$ cat src/rtl/ts_cap_pkg.sv
package ts_cap_pkg;

    localparam int unsigned WORD_BYTES = 4;
    localparam int unsigned RA_W       = 6;

    localparam logic [RA_W-1:0] OFS_BASE = 6'h20;
    localparam logic [RA_W-1:0] OFS_CTRL = 6'h24;

    // control word bit positions (software contract)
    localparam int unsigned B_MDONE = 17;
    localparam int unsigned B_PDONE = 16;
    localparam int unsigned B_RUN   = 15;
    localparam int unsigned B_MOVR  = 14;
    localparam int unsigned B_MAFL  = 13;
    localparam int unsigned B_MLCK  = 12;
    localparam int unsigned B_POVR  = 11;
    localparam int unsigned B_AFL   = 10;
    localparam int unsigned B_LCK   = 9;
    localparam int unsigned B_ACK   = 8;
    localparam int unsigned THR_W   = 7;

    typedef enum logic [1:0] {
        PK_IDLE = 2'd0,
        PK_CAPT = 2'd1,
        PK_DROP = 2'd2
    } pk_mode_e;

endpackage

$ cat src/rtl/ts_cap_regs.sv
module ts_cap_regs
    import ts_cap_pkg::*;
#(
    parameter int unsigned THR_RESET = 4
) (
    input  logic              clk,
    input  logic              rst_n,
    input  logic              reg_we,
    input  logic [RA_W-1:0]   reg_addr,
    input  logic [31:0]       reg_wdata,
    output logic [31:0]       reg_rdata,
    input  logic              lock_in,
    input  logic              afull_in,
    input  logic [7:0]        pkt_cnt,
    input  logic              done_evt,
    input  logic              ovr_evt,
    output logic [31:0]       base_o,
    output logic              run_o,
    output logic [THR_W-1:0]  thr_o,
    output logic              restart_o,
    output logic [3:0]        mask_o,
    output logic [1:0]        pend_o,
    output logic              irq_o
);

    typedef struct packed {
        logic [31:0]      base;
        logic             run;
        logic             m_done;
        logic             m_ovr;
        logic             m_afl;
        logic             m_lck;
        logic             p_done;
        logic             p_ovr;
        logic [THR_W-1:0] thr;
    } regs_t;

    regs_t r_d, r_q;
    logic  base_wr, ctrl_wr, ack;

    always_comb begin
        r_d     = r_q;
        base_wr = reg_we && (reg_addr == OFS_BASE);
        ctrl_wr = reg_we && (reg_addr == OFS_CTRL);
        ack     = ctrl_wr && reg_wdata[B_ACK];

        if (base_wr) begin
            r_d.base = {reg_wdata[31:2], 2'b00};
        end
        if (ctrl_wr) begin
            r_d.run    = reg_wdata[B_RUN];
            r_d.m_done = reg_wdata[B_MDONE];
            r_d.m_ovr  = reg_wdata[B_MOVR];
            r_d.m_afl  = reg_wdata[B_MAFL];
            r_d.m_lck  = reg_wdata[B_MLCK];
            r_d.thr    = reg_wdata[THR_W-1:0];
        end
        // a new event in the acknowledge cycle is kept
        r_d.p_done = done_evt | (r_q.p_done & ~ack);
        r_d.p_ovr  = ovr_evt  | (r_q.p_ovr  & ~ack);
    end

    always_ff @(posedge clk or negedge rst_n) begin
        if (!rst_n) begin
            r_q        <= '0;
            r_q.m_done <= 1'b1;
            r_q.m_ovr  <= 1'b1;
            r_q.m_afl  <= 1'b1;
            r_q.m_lck  <= 1'b1;
            r_q.thr    <= THR_W'(THR_RESET);
        end else begin
            r_q <= r_d;
        end
    end

    always_comb begin
        reg_rdata = '0;
        case (reg_addr)
            OFS_BASE: reg_rdata = r_q.base;
            OFS_CTRL: begin
                reg_rdata[31:24]       = pkt_cnt;
                reg_rdata[B_MDONE]     = r_q.m_done;
                reg_rdata[B_PDONE]     = r_q.p_done;
                reg_rdata[B_RUN]       = r_q.run;
                reg_rdata[B_MOVR]      = r_q.m_ovr;
                reg_rdata[B_MAFL]      = r_q.m_afl;
                reg_rdata[B_MLCK]      = r_q.m_lck;
                reg_rdata[B_POVR]      = r_q.p_ovr;
                reg_rdata[B_AFL]       = afull_in;
                reg_rdata[B_LCK]       = lock_in;
                reg_rdata[THR_W-1:0]   = r_q.thr;
            end
            default: reg_rdata = '0;
        endcase
    end

    assign base_o    = r_q.base;
    assign run_o     = r_q.run;
    assign thr_o     = r_q.thr;
    assign restart_o = base_wr;
    assign mask_o    = {r_q.m_done, r_q.m_ovr, r_q.m_afl, r_q.m_lck};
    assign pend_o    = {r_q.p_done, r_q.p_ovr};
    assign irq_o     = (r_q.p_done & ~r_q.m_done) | (r_q.p_ovr & ~r_q.m_ovr)
                     | (afull_in & ~r_q.m_afl)    | (lock_in & ~r_q.m_lck);

endmodule

$ cat src/rtl/ts_cap_packer.sv
module ts_cap_packer
    import ts_cap_pkg::*;
#(
    parameter int unsigned PKT_BYTES = 188,
    parameter int unsigned PKTS      = 8,
    localparam int unsigned BIDX_W   = $clog2(PKT_BYTES),
    localparam int unsigned CNT_W    = $clog2(PKTS + 1)
) (
    input  logic              clk,
    input  logic              rst_n,
    input  logic              run,
    input  logic              restart,
    input  logic [31:0]       base,
    input  logic [THR_W-1:0]  thr,
    input  logic              in_valid,
    input  logic              in_sop,
    input  logic [7:0]        in_data,
    output logic              mem_we,
    output logic [31:0]       mem_addr,
    output logic [31:0]       mem_wdata,
    output logic [CNT_W-1:0]  pkt_count,
    output logic              done_evt,
    output logic              ovr_evt
);

    typedef struct packed {
        pk_mode_e          mode;
        logic [BIDX_W-1:0] bidx;
        logic [CNT_W-1:0]  cnt;
        logic [31:0]       wbuf;
        logic              we;
        logic [31:0]       addr;
        logic [31:0]       wdata;
    } pk_t;

    pk_t               s_d, s_q;
    logic              take;
    logic [BIDX_W-1:0] idx;
    logic [1:0]        lane;
    logic [31:0]       word;
    logic [31:0]       offs;

    always_comb begin
        s_d      = s_q;
        s_d.we   = 1'b0;
        done_evt = 1'b0;
        ovr_evt  = 1'b0;
        take     = 1'b0;
        idx      = s_q.bidx;
        lane     = 2'd0;
        word     = s_q.wbuf;
        offs     = '0;

        if (!run || restart) begin
            s_d.mode = PK_IDLE;
            s_d.bidx = '0;
            s_d.cnt  = '0;
            s_d.wbuf = '0;
        end else if (in_valid) begin
            if (in_sop) begin
                if (s_q.cnt == CNT_W'(PKTS)) begin
                    ovr_evt  = 1'b1;
                    s_d.mode = PK_DROP;
                end else begin
                    take = 1'b1;
                    idx  = '0;
                end
            end else begin
                take = (s_q.mode == PK_CAPT);
            end

            if (take) begin
                lane                  = idx[1:0];
                word[{lane, 3'b000} +: 8] = in_data;
                s_d.wbuf              = word;
                s_d.mode              = PK_CAPT;
                offs = 32'(s_q.cnt) * 32'(PKT_BYTES) + (32'(idx) & ~32'd3);
                if (lane == 2'd3) begin
                    s_d.we    = 1'b1;
                    s_d.addr  = base + offs;
                    s_d.wdata = word;
                end
                if (idx == BIDX_W'(PKT_BYTES - 1)) begin
                    s_d.cnt  = s_q.cnt + 1'b1;
                    s_d.mode = PK_IDLE;
                    s_d.bidx = '0;
                    done_evt = (thr != '0) && ((32'(s_q.cnt) + 32'd1) == 32'(thr));
                end else begin
                    s_d.bidx = idx + 1'b1;
                end
            end
        end
    end

    always_ff @(posedge clk or negedge rst_n) begin
        if (!rst_n) begin
            s_q      <= '0;
            s_q.mode <= PK_IDLE;
        end else begin
            s_q <= s_d;
        end
    end

    assign mem_we    = s_q.we;
    assign mem_addr  = s_q.addr;
    assign mem_wdata = s_q.wdata;
    assign pkt_count = s_q.cnt;

endmodule

$ cat src/rtl/ts_capture_ctrl.sv
module ts_capture_ctrl
    import ts_cap_pkg::*;
#(
    parameter int unsigned PKT_BYTES = 188,
    parameter int unsigned PKTS      = 8,
    parameter int unsigned THR_RESET = PKTS / 2
) (
    input  logic        clk,
    input  logic        rst_n,
    input  logic        reg_we,
    input  logic [5:0]  reg_addr,
    input  logic [31:0] reg_wdata,
    output logic [31:0] reg_rdata,
    input  logic        in_valid,
    input  logic        in_sop,
    input  logic [7:0]  in_data,
    input  logic        lock_in,
    input  logic        afull_in,
    output logic        mem_we,
    output logic [31:0] mem_addr,
    output logic [31:0] mem_wdata,
    output logic        irq
);

    localparam int unsigned CNT_W = $clog2(PKTS + 1);

    logic [31:0]      base_w;
    logic             run_w;
    logic [THR_W-1:0] thr_w;
    logic             restart_w;
    logic [3:0]       mask_w;
    logic [1:0]       pend_w;
    logic [CNT_W-1:0] cnt_w;
    logic [7:0]       cnt8_w;
    logic             done_evt_w;
    logic             ovr_evt_w;

    generate
        if (CNT_W < 8) begin : g_cnt_pad
            assign cnt8_w = {{(8 - CNT_W){1'b0}}, cnt_w};
        end else begin : g_cnt_cut
            assign cnt8_w = cnt_w[7:0];
        end
    endgenerate

    ts_cap_regs #(
        .THR_RESET (THR_RESET)
    ) i_regs (
        .clk       (clk),
        .rst_n     (rst_n),
        .reg_we    (reg_we),
        .reg_addr  (reg_addr),
        .reg_wdata (reg_wdata),
        .reg_rdata (reg_rdata),
        .lock_in   (lock_in),
        .afull_in  (afull_in),
        .pkt_cnt   (cnt8_w),
        .done_evt  (done_evt_w),
        .ovr_evt   (ovr_evt_w),
        .base_o    (base_w),
        .run_o     (run_w),
        .thr_o     (thr_w),
        .restart_o (restart_w),
        .mask_o    (mask_w),
        .pend_o    (pend_w),
        .irq_o     (irq)
    );

    ts_cap_packer #(
        .PKT_BYTES (PKT_BYTES),
        .PKTS      (PKTS)
    ) i_packer (
        .clk       (clk),
        .rst_n     (rst_n),
        .run       (run_w),
        .restart   (restart_w),
        .base      (base_w),
        .thr       (thr_w),
        .in_valid  (in_valid),
        .in_sop    (in_sop),
        .in_data   (in_data),
        .mem_we    (mem_we),
        .mem_addr  (mem_addr),
        .mem_wdata (mem_wdata),
        .pkt_count (cnt_w),
        .done_evt  (done_evt_w),
        .ovr_evt   (ovr_evt_w)
    );

endmodule

$ cat config.mk
export PLATFORM = sky130hd
export DESIGN_NAME = ts_capture_ctrl
export DESIGN_NICKNAME = d
export VERILOG_FILES = /design/src/rtl/ts_cap_pkg.sv /design/src/rtl/ts_cap_regs.sv /design/src/rtl/ts_cap_packer.sv /design/src/rtl/ts_capture_ctrl.sv
export SDC_FILE = /design/constraint.sdc
export NUM_CORES = 1
export LEC_CHECK = 0
export BUFFER_PORTS_ARGS = -buffer_cell sky130_fd_sc_hd__buf_4
export CAP_MARGIN = 25
export CORE_MARGIN = 5
export CORE_UTILIZATION = 45
export CTS_BUF_LIST = sky130_fd_sc_hd__clkbuf_4 sky130_fd_sc_hd__clkbuf_8
export DETAILED_ROUTE_END_ITERATION = 7
export GPL_ROUTABILITY_DRIVEN = 0
export PLACE_DENSITY = 0.71
export SLEW_MARGIN = 20
export SYNTH_ARGS = -nofsm -noshare
export SYNTH_HDL_FRONTEND = slang
export SYNTH_HIERARCHICAL = 1
export SYNTH_SLANG_ARGS = --single-unit
$ cat constraint.sdc
create_clock -name clk -period 6.4 [get_ports clk]
set_input_delay 0.64 -clock clk [delete_from_list [all_inputs] [get_ports clk]]
set_output_delay 0.64 -clock clk [all_outputs]
set_load 0.02 [all_outputs]
# Word level (Yosys, flattened, before mapping)
# Cells that the tools add are included.
# totals
inputBits	53
elab_cells	97
reg_bits	155
# classes
bitwise_logic	17
add_sub_neg	6
n_mux	32
n_mul	1
reduce_logical	16
eq_ne	7
shift	2
# op_table
operator	count
$mux W111	2
$mux W65	2
$mux W46	1
$mux W8	5
$add A32 B32 Y32	1
$bwmux W32	1
$eq A32 B7 Y1	1
$shift A8 B7 Y32 const A	1
$shiftx A8 B7 Y32	1
$pmux W9 S2	1
$pmux W8 S2	1
$pmux W7 S2	1
$add A12 B8 Y13	1
$mux W1	13
$eq A6 B6 Y1 const B	2
$mul A4 B6 Y10 const B	1
$add A8 B1 Y8 const B	1
$eq A8 B8 Y1 const B	1
$neg A5 Y7	1
$reduce_bool A7 Y1	1
$and A1 B1 Y1	6
$mux W2	3
$mux W6	1
$not A1 Y1	6
other kinds (15)	26

# Logic depth before layout (Yosys ltp)
# Gate-level depths: netlist of run 1.
# depth
depth_word	12
mapped_depth	19
mapped_depth_nobuf	19

# Modules after synthesis
# Netlist of run 1, hierarchy kept.
# modules_own_cells
module	n_inst	cells_per_inst	area_each_um2
ts_cap_packer	1	753	6947.9
ts_cap_regs	1	175	2190.9
ts_capture_ctrl	1	1	3.8

# Least setup slack after synthesis of run 1
# Ideal clock, no wire load.
# synth_path
path_kind	reg2reg
startpoint	reg i_packer.s_q, in the netlist i_packer/pkt_count[1]
endpoint	reg i_packer.s_q, in the netlist i_packer/mem_addr[26]
setup_ns	0.134
t_arrival_ns	4.400
path_stages_with_launch	20
n_path_buf	0
slack_ns	1.866
period_less_slack_ns	4.534
cell_sequence	dfrtp_1 fa_1 inv_1 fa_1 inv_1 ha_1 a21o_1 a21oi_1 nor2b_1 o21a_1 o21ai_0 a21oi_1 ha_1 ha_1 and3_1 nor2b_1 o21ai_1 a21oi_1 xnor2_1 o21ai_0
# synth_via
elab_chain_cells	7
elab_cells_between_ends	14
classes_between	add/sub (2); mul (1); eq/ne (2); mux (8); reduce/logical (1)
# synth_lines
element	line_no	text
start: declaration	ts_cap_packer.sv:36	pk_t s_d, s_q;
branches (longest 7 deep; another with $add A32 B32 Y32)	--	
# Several ways; the timed one is not identified. The select of a mux whose other input is x is not followed.
# A chain may end at the register's enable or synchronous reset.

# Final worst setup path of run 1
# layout_path
startpoint	reg i_packer.s_q, in the netlist i_packer/pkt_count[1]
endpoint	reg i_packer.s_q, in the netlist i_packer/mem_addr[20]
# The elaborated chain is that of the path after synthesis.

==> summary.md, run 1 <==
| Metric | Value |
|---|---|
| Core Area | `20,100 sq um` |
| Total negative slack | `0 ns` |
| Port Buffers | `150` |
| Least-Margin Pin Slew | `0.961 ns` |
| CTS Hold Bufs | `0` |
| H-tree depth | `4` |
| Vias per cell | `5.25` |
| Final Max Tran Viols | `0` |
| EDFF count, synth | `0` |
| Outcome | `completed` |
| Max Cap Violations | `0` |
| Remaining DRCs | `0` |
| Fraction of layout cells with a size suffix above 1 | `0.250` |
| Clock Root Buffer | `clkbuf_8` |
| Top cells by area, synth | `dfrtp_1 41%, buf_4 6.2%, ha_1 5.1%, mux2_2 4.2%, nand2_1 4.0%` |
| Clock sinks | `155` |
| CP Capture Type | `flop` |
| Vias in the first global route | `6,571` |
| Synth Instances | `929` |
| Via Count | `6,720` |
| Postcts setup bufs | `0` |
| Yosys warns | `6` |
| Final Hold Violating Endpoints | `0` |
| Worst rel slew slack | `0.354` |
| Commonest non-fill, non-tap cell in the layout | `buf_4` |
| Routed WL | `21,200 um` |
| Synth area leader | `dfrtp_1` |
| Reg2Reg Setup Slack | `1.31 ns` |
| # diodes | `0` |
| # resized after CTS | `0` |
| Top Layer Used | `met4` |
| Die X | `153 um` |
| Met2 Routed Length | `9730 um` |
| Total Nets Final | `1,099` |
| Avg WL per Cell | `16.6 um` |
| Max Buffers Root-to-Sink | `2` |
| Initial antenna violation count | `0` |
| Register area | `3880 sq um` |
| Reg2reg end | `i_packer/mem_addr[20]` |
| Largest net degree at the start of global routing | `127` |
| Post-synthesis sequential element count | `155` |
| Vert. Die Dim | `153 um` |
| FF-to-FF Start | `i_packer/pkt_count[1]` |
| Leak | `4.95 nW` |
| Estimated wirelength of the detail-placed design | `15,700 um` |
| Clock latency on the worst-skew pair | `0.46 ns` |
| Syn avg cell area | `9.84 sq um` |
| Placement Cell Area | `9920 sq um` |
| Number of distinct library cells after synthesis | `69` |
| CTS clk-pin slew, worst paths | `0.10 ns` |
| Post-synthesis sequential area ratio | `0.425` |
| Cts bufs inserted | `17` |
| GRT overflow | `0` |
| Starting density of the core | `0.455` |
| Hold_ws | `0.196 ns` |
| Layout area overhead | `13.2%` |
| Io pins | `151` |
| First-pass GRT wire length | `34,600 um` |
| Pwr Density | `198 nW/um^2` |
| FMAX | `196 MHz` |
| Drt initial violations | `402` |
| Yosys top cell area share | `0.411` |
| Final Power | `2.05 mW` |
| CTS tree | `yes` |
| Crit path cell chain | `fa_1 > inv_1 > fa_1 > inv_1 > ha_1 > a21o_1 > a21oi_1 > nor2b_1 > o21a_1 > o21ai_0 > o21a_1 > ha_1 > ha_1 > a21oi_1 > nor2b_1 > o21ai_1 > a21oi_1 > xnor2_1 > o21ai_0` |
| Rows | `52` |
| CP Launch Type | `flop` |
| Footprint of the multi-input gates | `4370 sq um` |
| Drt pass-1 iters | `6` |
| Post-Layout Inst Area | `10,400 sq um` |
| WL met3 | `1200 um` |
| GRT Total Usage | `0.182` |
| Unrepaired setup endpoints after global routing | `no` |
| Critical path class | `reg2reg` |
| Top_reg_cell synth | `dfrtp_1` |
| Synth Cell Area | `9140 sq um` |
| Fin Clk Skew | `0.0196 ns` |
| Req. time, crit path | `6.71 ns` |
| Synth async-reset ratio | `1.00` |
| Slowest stage cell on the critical path | `fa_1` |
| Type of the most critical hold path | `in2async` |
| Tmin final | `5.09 ns` |
| Fillers | `1,859` |
| Peak supply drop | `118 uV` |
| R2R depth | `19` |
| Crit-path max FO | `7` |
| Die area | `23,300 sq um` |
| WP data arrival | `5.40 ns` |
| Met1 WL | `10,100 um` |
| Max incr delay on CP | `0.59 ns` |
| Period utilization | `0.796` |
| Setup Viol. Count Final | `0` |
| Commonest cells after routing, fill and taps aside | `152 x buf_4, 150 x dfrtp_1, 98 x nand2_1, 67 x o21ai_0, 57 x a21oi_1` |
| Final ANT Viol Nets | `0` |
-- how the worst max path moves through the flow --
stage / depth (start not counted) / startpoint / to / slack (ns)
floorplan: 19 / i_packer/pkt_count[1] / i_packer/mem_addr[26] / 1.87
global placement: 19 / i_packer/pkt_count[1] / i_packer/mem_addr[30] / 1.45
detailed placement: 19 / i_packer/pkt_count[1] / i_packer/mem_addr[28] / 1.35
CTS: 19 / i_packer/pkt_count[1] / i_packer/mem_addr[28] / 1.31
global route: 19 / i_packer/pkt_count[1] / i_packer/mem_addr[30] / 0.83
finish: 19 / i_packer/pkt_count[1] / i_packer/mem_addr[20] / 1.31
-- worst max-delay path: cells and delay by family (launching register included) --
family,cells,cell delay (ns)
xor+xnor,1,0.16
flops,1,0.48
fa+ha+maj,5,2.03
compound gates,9,1.97
simple gates,2,0.18
buf+inv,2,0.12
-- stage by stage --
step	util	instances	worst slack (ns)
floorplan	-	933	1.87
global placement	0.494	1248	1.45
detailed placement	0.494	1248	1.35
CTS	0.514	1280	1.31
global route	0.515	1281	0.829
finish	0.515	1281	1.31
-- final cells by class --
cell class / count / share of cell area
clock inverters: 12 / 0.0126
repair buffers: 154 / 0.113
clock buffers: 20 / 0.0260
inverters: 50 / 0.0184
flip-flops and latches: 155 / 0.375
multi-input cells: 620 / 0.422
well taps: 270 / 0.0326
-- per-layer routing --
metal / vias up / GRT usage
li1: 3239 / -
met1: 3266 / 0.263
met2: 200 / 0.279
met3: 15 / 0.0386
met4: 0 / 0.0484
met5: - / 0
-- flip-flops by register name (all words and copies together) (netlist names) --
name / flops
i_regs/thr_o: 7
i_packer/mem_we: 1
i_packer/mem_addr: 32
i_regs/run_o: 1
i_regs/pend_o: 2
i_regs/base_o: 30
i_packer/pkt_count: 4
i_packer/mem_wdata: 32
i_regs/mask_o: 4
i_packer/s_q: 42
-- report_power, final --
part	internal [mW]	switching [mW]
logic	0.107	0.122
clock network	0.345	0.399
registers	1.02	0.0549
total	1.47	0.576
-- synthesized netlist by cell type (3+ instances only) --
library cell / n
and3_1: 7
buf_4: 75
nand2b_1: 6
o21ai_0: 67
a22o_1: 35
nand3_1: 15
dfstp_2: 5
ha_1: 37
nor3_1: 13
nor2b_1: 38
o21a_1: 4
xor2_1: 7
inv_1: 49
dfrtp_1: 150
o21ai_1: 7
and2_1: 12
buf_1: 12
mux2i_1: 22
a21oi_1: 57
clkbuf_1: 10
nand4_1: 4
buf_2: 8
a31oi_1: 8
a21o_1: 3
nor4_1: 4
mux2_4: 8
mux2_2: 34
fa_1: 11
nor2_1: 45
nand2_1: 98
xnor2_1: 30
-- logic make-up after synthesis --
kind of cell             after synthesis  synth area share
AO/OA/AOI/OAI                        201             0.136
XOR/XNOR                              37            0.0354
adder cells (fa/ha/maj)               48            0.0747
buffers and inverters                158             0.100
flip-flops                           155             0.425
multiplexers                          64            0.0791
other                                  2          0.000821
AND/OR/NAND/NOR                      264             0.149
Note: power is estimated with default switching activity, not from simulation.
==> inputs of run 2 (changes only) <==
==> constraint.sdc (replaced) <==
create_clock -name clk -period 5.1 [get_ports clk]
set_input_delay 0.51 -clock clk [delete_from_list [all_inputs] [get_ports clk]]
set_output_delay 0.51 -clock clk [all_outputs]
set_load 0.02 [all_outputs]
==> run 2 against run 1 <==
Fmax grew 6.9%. Clock power grew 26%. Combinational power increased by 25%. Sequential share of layout area down 0.19 points. Sequential power is 25% higher. Clock-buffer cell count did not move. Critical path depth is 1 higher. Global-route usage about the same. Core utilization rose by 0.26 points. Clock skew decreased by 0.0032 ns. Worst hold slack lost 0.17 ns. First-iteration DRC count up 26%.
==> summary.md, run 2 (synthesized netlist as in run 1, its figures left out) <==
| Metric | Value |
|---|---|
| Outcome | `completed` |
| WP data arrival | `5.06 ns` |
| Die area | `23,300 sq um` |
| Setup Viol. Count Final | `0` |
| Core Area | `20,100 sq um` |
| Layout area overhead | `13.8%` |
| # diodes | `0` |
| Pwr Density | `247 nW/um^2` |
| Req. time, crit path | `5.40 ns` |
| Io pins | `151` |
| Commonest non-fill, non-tap cell in the layout | `buf_4` |
| Crit-path max FO | `10` |
| Largest net degree at the start of global routing | `127` |
| CTS Hold Bufs | `0` |
| Max incr delay on CP | `0.56 ns` |
| Port Buffers | `150` |
| Initial antenna violation count | `0` |
| Total negative slack | `0 ns` |
| Period utilization | `0.934` |
| CTS clk-pin slew, worst paths | `0.08 ns` |
| Worst rel slew slack | `0.385` |
| Post-Layout Inst Area | `10,400 sq um` |
| CP Capture Type | `flop` |
| Placement Cell Area | `9970 sq um` |
| Fraction of layout cells with a size suffix above 1 | `0.260` |
| Max Buffers Root-to-Sink | `2` |
| Unrepaired setup endpoints after global routing | `no` |
| Drt initial violations | `505` |
| Top reg by flops | `i_packer/s_q` |
| Crit path cell chain | `fa_1 > inv_1 > fa_1 > inv_1 > ha_1 > a21o_1 > a21oi_1 > nor2b_1 > o21a_1 > o21ai_1 > a21oi_1 > ha_1 > ha_1 > o21ai_0 > o21ai_0 > nor3_2 > buf_4 > nor4_2 > xnor2_1 > o21ai_0` |
| Final ANT Viol Nets | `0` |
| Routed WL | `21,100 um` |
| Cts bufs inserted | `17` |
| Clock Root Buffer | `clkbuf_8` |
| Peak supply drop | `156 uV` |
| Slowest stage cell on the critical path | `fa_1` |
| GRT overflow | `0` |
| FF-to-FF Start | `i_packer/pkt_count[1]` |
| Final Power | `2.57 mW` |
| Estimated wirelength of the detail-placed design | `15,700 um` |
| Tmin final | `4.76 ns` |
| Fin Clk Skew | `0.0164 ns` |
| Reg2reg end | `i_packer/mem_addr[27]` |
| Starting density of the core | `0.455` |
| GRT Total Usage | `0.182` |
| Max reg flops | `42` |
| Final Max Tran Viols | `0` |
| Drt pass-1 iters | `8` |
| FMAX | `210 MHz` |
| Leak | `4.97 nW` |
| First-pass GRT wire length | `34,600 um` |
| Reg2Reg Setup Slack | `0.34 ns` |
| CP startpoint | `i_packer/pkt_count[1]` |
| Max Cap Violations | `0` |
| Total Nets Final | `1,104` |
| Avg WL per Cell | `16.4 um` |
| CP Launch Type | `flop` |
| Final Hold Violating Endpoints | `0` |
| Die X | `153 um` |
| H-tree depth | `4` |
| Hold_ws | `0.0231 ns` |
| Type of the most critical hold path | `in2async` |
| Pre-CTS WS | `0.190 ns` |
| Remaining DRCs | `0` |
| Vert. Die Dim | `153 um` |
| Clock latency on the worst-skew pair | `0.46 ns` |
| Least-Margin Pin Slew | `0.915 ns` |
| Critical path class | `reg2reg` |
| CTS tree | `yes` |
| Via Count | `6,655` |
| R2R depth | `20` |
| Vias per cell | `5.17` |
| Rows | `52` |
| Clock sinks | `155` |
| Fin worst setup slack | `0.336 ns` |
| Commonest cells after routing, fill and taps aside | `158 x buf_4, 150 x dfrtp_1, 98 x nand2_1, 66 x o21ai_0, 56 x a21oi_1` |
| Vias in the first global route | `6,538` |
==> run 2: stage by stage <==
step | instances | utilization
2_1_floorplan | 933 | -
3_3_place_gp | 1254 | 0.496
3_5_place_dp | 1254 | 0.496
4_1_cts | 1286 | 0.516
5_1_grt | 1286 | 0.517
6_report | 1286 | 0.517
==> run 2: power by group <==
group	switching [mW]	internal, mW	leakage, nW	total, mW
clock network	0.477	0.463	0.205	0.941
logic	0.153	0.133	2.64	0.287
registers	0.0655	1.28	2.12	1.34
total	0.696	1.88	4.97	2.57
==> run 2: critical path, delay by kind of cell (launching register included) <==
family | cells | cell delay (ns)
adders and majority gates | 5 | 2.07
AOI/OAI and AO/OA | 8 | 1.27
and+or+nand+nor | 3 | 0.41
DFF | 1 | 0.40
buffers and inverters | 3 | 0.30
xor gates and xnor gates | 1 | 0.15
==> run 2: area by class of cell <==
| class | instances | area, sq um |
|---|---|---|
| clock buffer | 20 | 263 |
| sequential | 155 | 3880 |
| multi-input combinational | 620 | 4390 |
| fill | 1851 | 9700 |
| clock inverter | 12 | 139 |
| tap | 270 | 338 |
| inverter | 50 | 190 |
| timing repair buffer | 159 | 1200 |
==> run 2: repair_timing <==
action	CTS	global route
resized for setup	0	7
setup endpoints to repair	0	10
setup buffers	0	0
==> run 2: worst max-delay path by stage <==
stage	end
floorplan	i_packer/mem_addr[26]
global placement	i_packer/mem_addr[26]
finish	i_packer/mem_addr[27]
global route	i_packer/mem_addr[30]
detailed placement	i_packer/mem_addr[20]
CTS	i_packer/mem_addr[20]
==> run 2: layer usage <==
| layer | global-route usage | routed length [um] |
|---|---|---|
| met1 | 0.263 | 10200 |
| met2 | 0.278 | 9770 |
| met3 | 0.0400 | 935 |
| met4 | 0.0496 | 195 |
| met5 | 0 | 0 |
==> inputs of run 3 (changes only) <==
--- a/config.mk
+++ b/config.mk
@@ -7,12 +7,14 @@
 export LEC_CHECK = 0
 export BUFFER_PORTS_ARGS = -buffer_cell sky130_fd_sc_hd__buf_4
 export CAP_MARGIN = 25
+export CELL_PAD_IN_SITES_DETAIL_PLACEMENT = 1
+export CELL_PAD_IN_SITES_GLOBAL_PLACEMENT = 1
 export CORE_MARGIN = 5
 export CORE_UTILIZATION = 45
 export CTS_BUF_LIST = sky130_fd_sc_hd__clkbuf_4 sky130_fd_sc_hd__clkbuf_8
 export DETAILED_ROUTE_END_ITERATION = 7
 export GPL_ROUTABILITY_DRIVEN = 0
-export PLACE_DENSITY = 0.71
+export PLACE_DENSITY = 0.87
 export SLEW_MARGIN = 20
 export SYNTH_ARGS = -nofsm -noshare
 export SYNTH_HDL_FRONTEND = slang
==> run 3 against run 2 <==
Global-route usage is 3.0 points higher. Clock skew is 0.0013 ns lower. Routed wire length is 17% higher. Worst setup slack worse by 0.14 ns. Final cell count is 0.23% higher. Via count is 5.7% higher. Power is 0.70% higher. Clock power hardly changed. Register-to-register slack worse by 0.14 ns. Non-clock buffer count is 3 higher.
==> summary.md, run 3 (synthesized netlist as in run 1, its figures left out) <==
| Metric | Value |
|---|---|
| Max incr delay on CP | `0.57 ns` |
| Pwr Density | `248 nW/um^2` |
| Hold_sp | `reg_wdata[8]` |
| GRT Total Usage | `0.212` |
| Critical path class | `reg2reg` |
| Commonest non-fill, non-tap cell in the layout | `buf_4` |
| Least-Margin Pin Slew | `0.912 ns` |
| Fillers | `2,283` |
| Setup Viol. Count Final | `0` |
| CP Launch Type | `flop` |
| Largest net degree at the start of global routing | `76` |
| WP data arrival | `5.23 ns` |
| # diodes | `0` |
| Worst rel slew slack | `0.392` |
| Rows | `52` |
| Total Nets Final | `1,107` |
| Period utilization | `0.962` |
| Postcts setup bufs | `0` |
| Clock Root Buffer | `clkbuf_8` |
| Starting density of the core | `0.455` |
| Io pins | `151` |
| Core Area | `20,100 sq um` |
| Post-Layout Inst Area | `10,400 sq um` |
| Layout area overhead | `14.2%` |
| Pre-CTS WS | `0.0117 ns` |
| Type of the most critical hold path | `in2reg` |
| Fraction of layout cells with a size suffix above 1 | `0.266` |
| FF-to-FF Start | `i_packer/pkt_count[2]` |
| Drt pass-1 iters | `5` |
| Port Buffers | `150` |
| GRT overflow | `0` |
| Fin Clk Skew | `0.0151 ns` |
| Die area | `23,300 sq um` |
| Reg2reg end | `i_packer/mem_addr[27]` |
| Worst Hold End | `i_regs/pend_o[1]` |
| Die X | `153 um` |
| Max Buffers Root-to-Sink | `2` |
| Estimated wirelength of the detail-placed design | `18,300 um` |
| CP Capture Type | `flop` |
| Vias in the first global route | `7,529` |
| Req. time, crit path | `5.42 ns` |
| Vert. Die Dim | `153 um` |
| Top reg by flops | `i_packer/s_q` |
| Tmin final | `4.90 ns` |
| Vias per cell | `5.46` |
| Final Max Tran Viols | `0` |
| Final Hold Violating Endpoints | `0` |
| Avg WL per Cell | `19.2 um` |
| FMAX | `204 MHz` |
| Clock latency on the worst-skew pair | `0.47 ns` |
| Slowest stage cell on the critical path | `fa_1` |
| Post-Route Utilization | `0.519` |
| Drt initial violations | `443` |
| Crit-path max FO | `10` |
| Final ANT Viol Nets | `0` |
| Reg2Reg Setup Slack | `0.20 ns` |
| Via Count | `7,032` |
| Routed WL | `24,700 um` |
| CTS clk-pin slew, worst paths | `0.11 ns` |
| Leak | `4.99 nW` |
| Max reg flops | `42` |
| H-tree depth | `4` |
| Hold Path Depth | `2` |
| Placement Cell Area | `9990 sq um` |
| Clock sinks | `155` |
| Cts bufs inserted | `17` |
| First-pass GRT wire length | `40,400 um` |
| Initial antenna violation count | `0` |
| CTS tree | `yes` |
| Remaining DRCs | `0` |
| Crit path cell chain | `fa_1 > inv_1 > fa_1 > inv_1 > ha_1 > a21o_1 > a21oi_2 > nor2b_1 > o21a_1 > o21ai_1 > o21a_1 > ha_1 > ha_2 > nand2_1 > a21oi_1 > nor3_2 > buf_4 > nor4_1 > xnor2_1 > o21ai_0` |
| Hold_ws | `0.246 ns` |
| R2R depth | `20` |
| Peak supply drop | `143 uV` |
| Commonest cells after routing, fill and taps aside | `158 x buf_4, 149 x dfrtp_1, 98 x nand2_1, 64 x o21ai_0, 53 x a21oi_1` |
| Max Cap Violations | `0` |
| Outcome | `completed` |
| Fin worst setup slack | `0.196 ns` |
run 3: worst max path at each step:
stage,startpoint,end,slack [ns]
finish,i_packer/pkt_count[2],i_packer/mem_addr[27],0.20
global route,i_packer/pkt_count[2],i_packer/mem_addr[27],-0.04
CTS,i_packer/pkt_count[2],i_packer/mem_addr[27],0.04
detailed placement,i_packer/pkt_count[2],i_packer/mem_addr[26],0.01
global placement,i_packer/pkt_count[2],i_packer/mem_addr[28],0.24
floorplan,i_packer/pkt_count[1],i_packer/mem_addr[26],0.57
run 3: final cells by class:
| cell class | count | area, sq um | area share |
|---|---|---|---|
| clock buffers | 17 | 234 | 0.0224 |
| clock inverters | 15 | 164 | 0.0157 |
| inverters | 50 | 190 | 0.0182 |
| multi-input cells | 620 | 4400 | 0.421 |
| flip-flops and latches | 155 | 3890 | 0.372 |
| well taps | 270 | 338 | 0.0324 |
| repair buffers | 162 | 1230 | 0.118 |
run 3: where the power goes:
group	internal [mW]	switching, mW
Combinational	0.136	0.163
Clock	0.373	0.567
Sequential	1.28	0.0721
Total	1.79	0.801
run 3: repair_timing:
| action | CTS | global route |
|---|---|---|
| endpoints found under the hold margin | 25 | 0 |
| setup endpoints to repair | 7 | 21 |
| pin swaps | 0 | 1 |
| gates resized for setup | 1 | 13 |
| hold buffers | 1 | 0 |
run 3: per-stage QoR:
stage | power (mW) | setup TNS, ns | instances
floorplan | 1.53 | 0 | 933
global placement | 1.65 | 0 | 1255
detailed placement | 1.66 | 0 | 1255
CTS | 2.60 | 0 | 1288
global route | 2.71 | -0.0764 | 1289
finish | 2.59 | 0 | 1289
run 3: critical path: cells and delay by family, from the launching register on:
family / cells / cell delay, ns
adder cells (fa/ha/maj): 5 / 2.06
AND/OR/NAND/NOR: 4 / 0.58
XOR/XNOR: 1 / 0.15
flip-flops: 1 / 0.49
AO/OA/AOI/OAI: 7 / 1.16
buffers and inverters: 3 / 0.31
run 3: per-layer routing:
metal  up-vias  track usage  routed length (um)
met4         0       0.0675                 527
met1      3547        0.285               11000
li1       3257            -                   -
met3        41       0.0403                1150
met2       187        0.351               12000
met5         -            0                   0
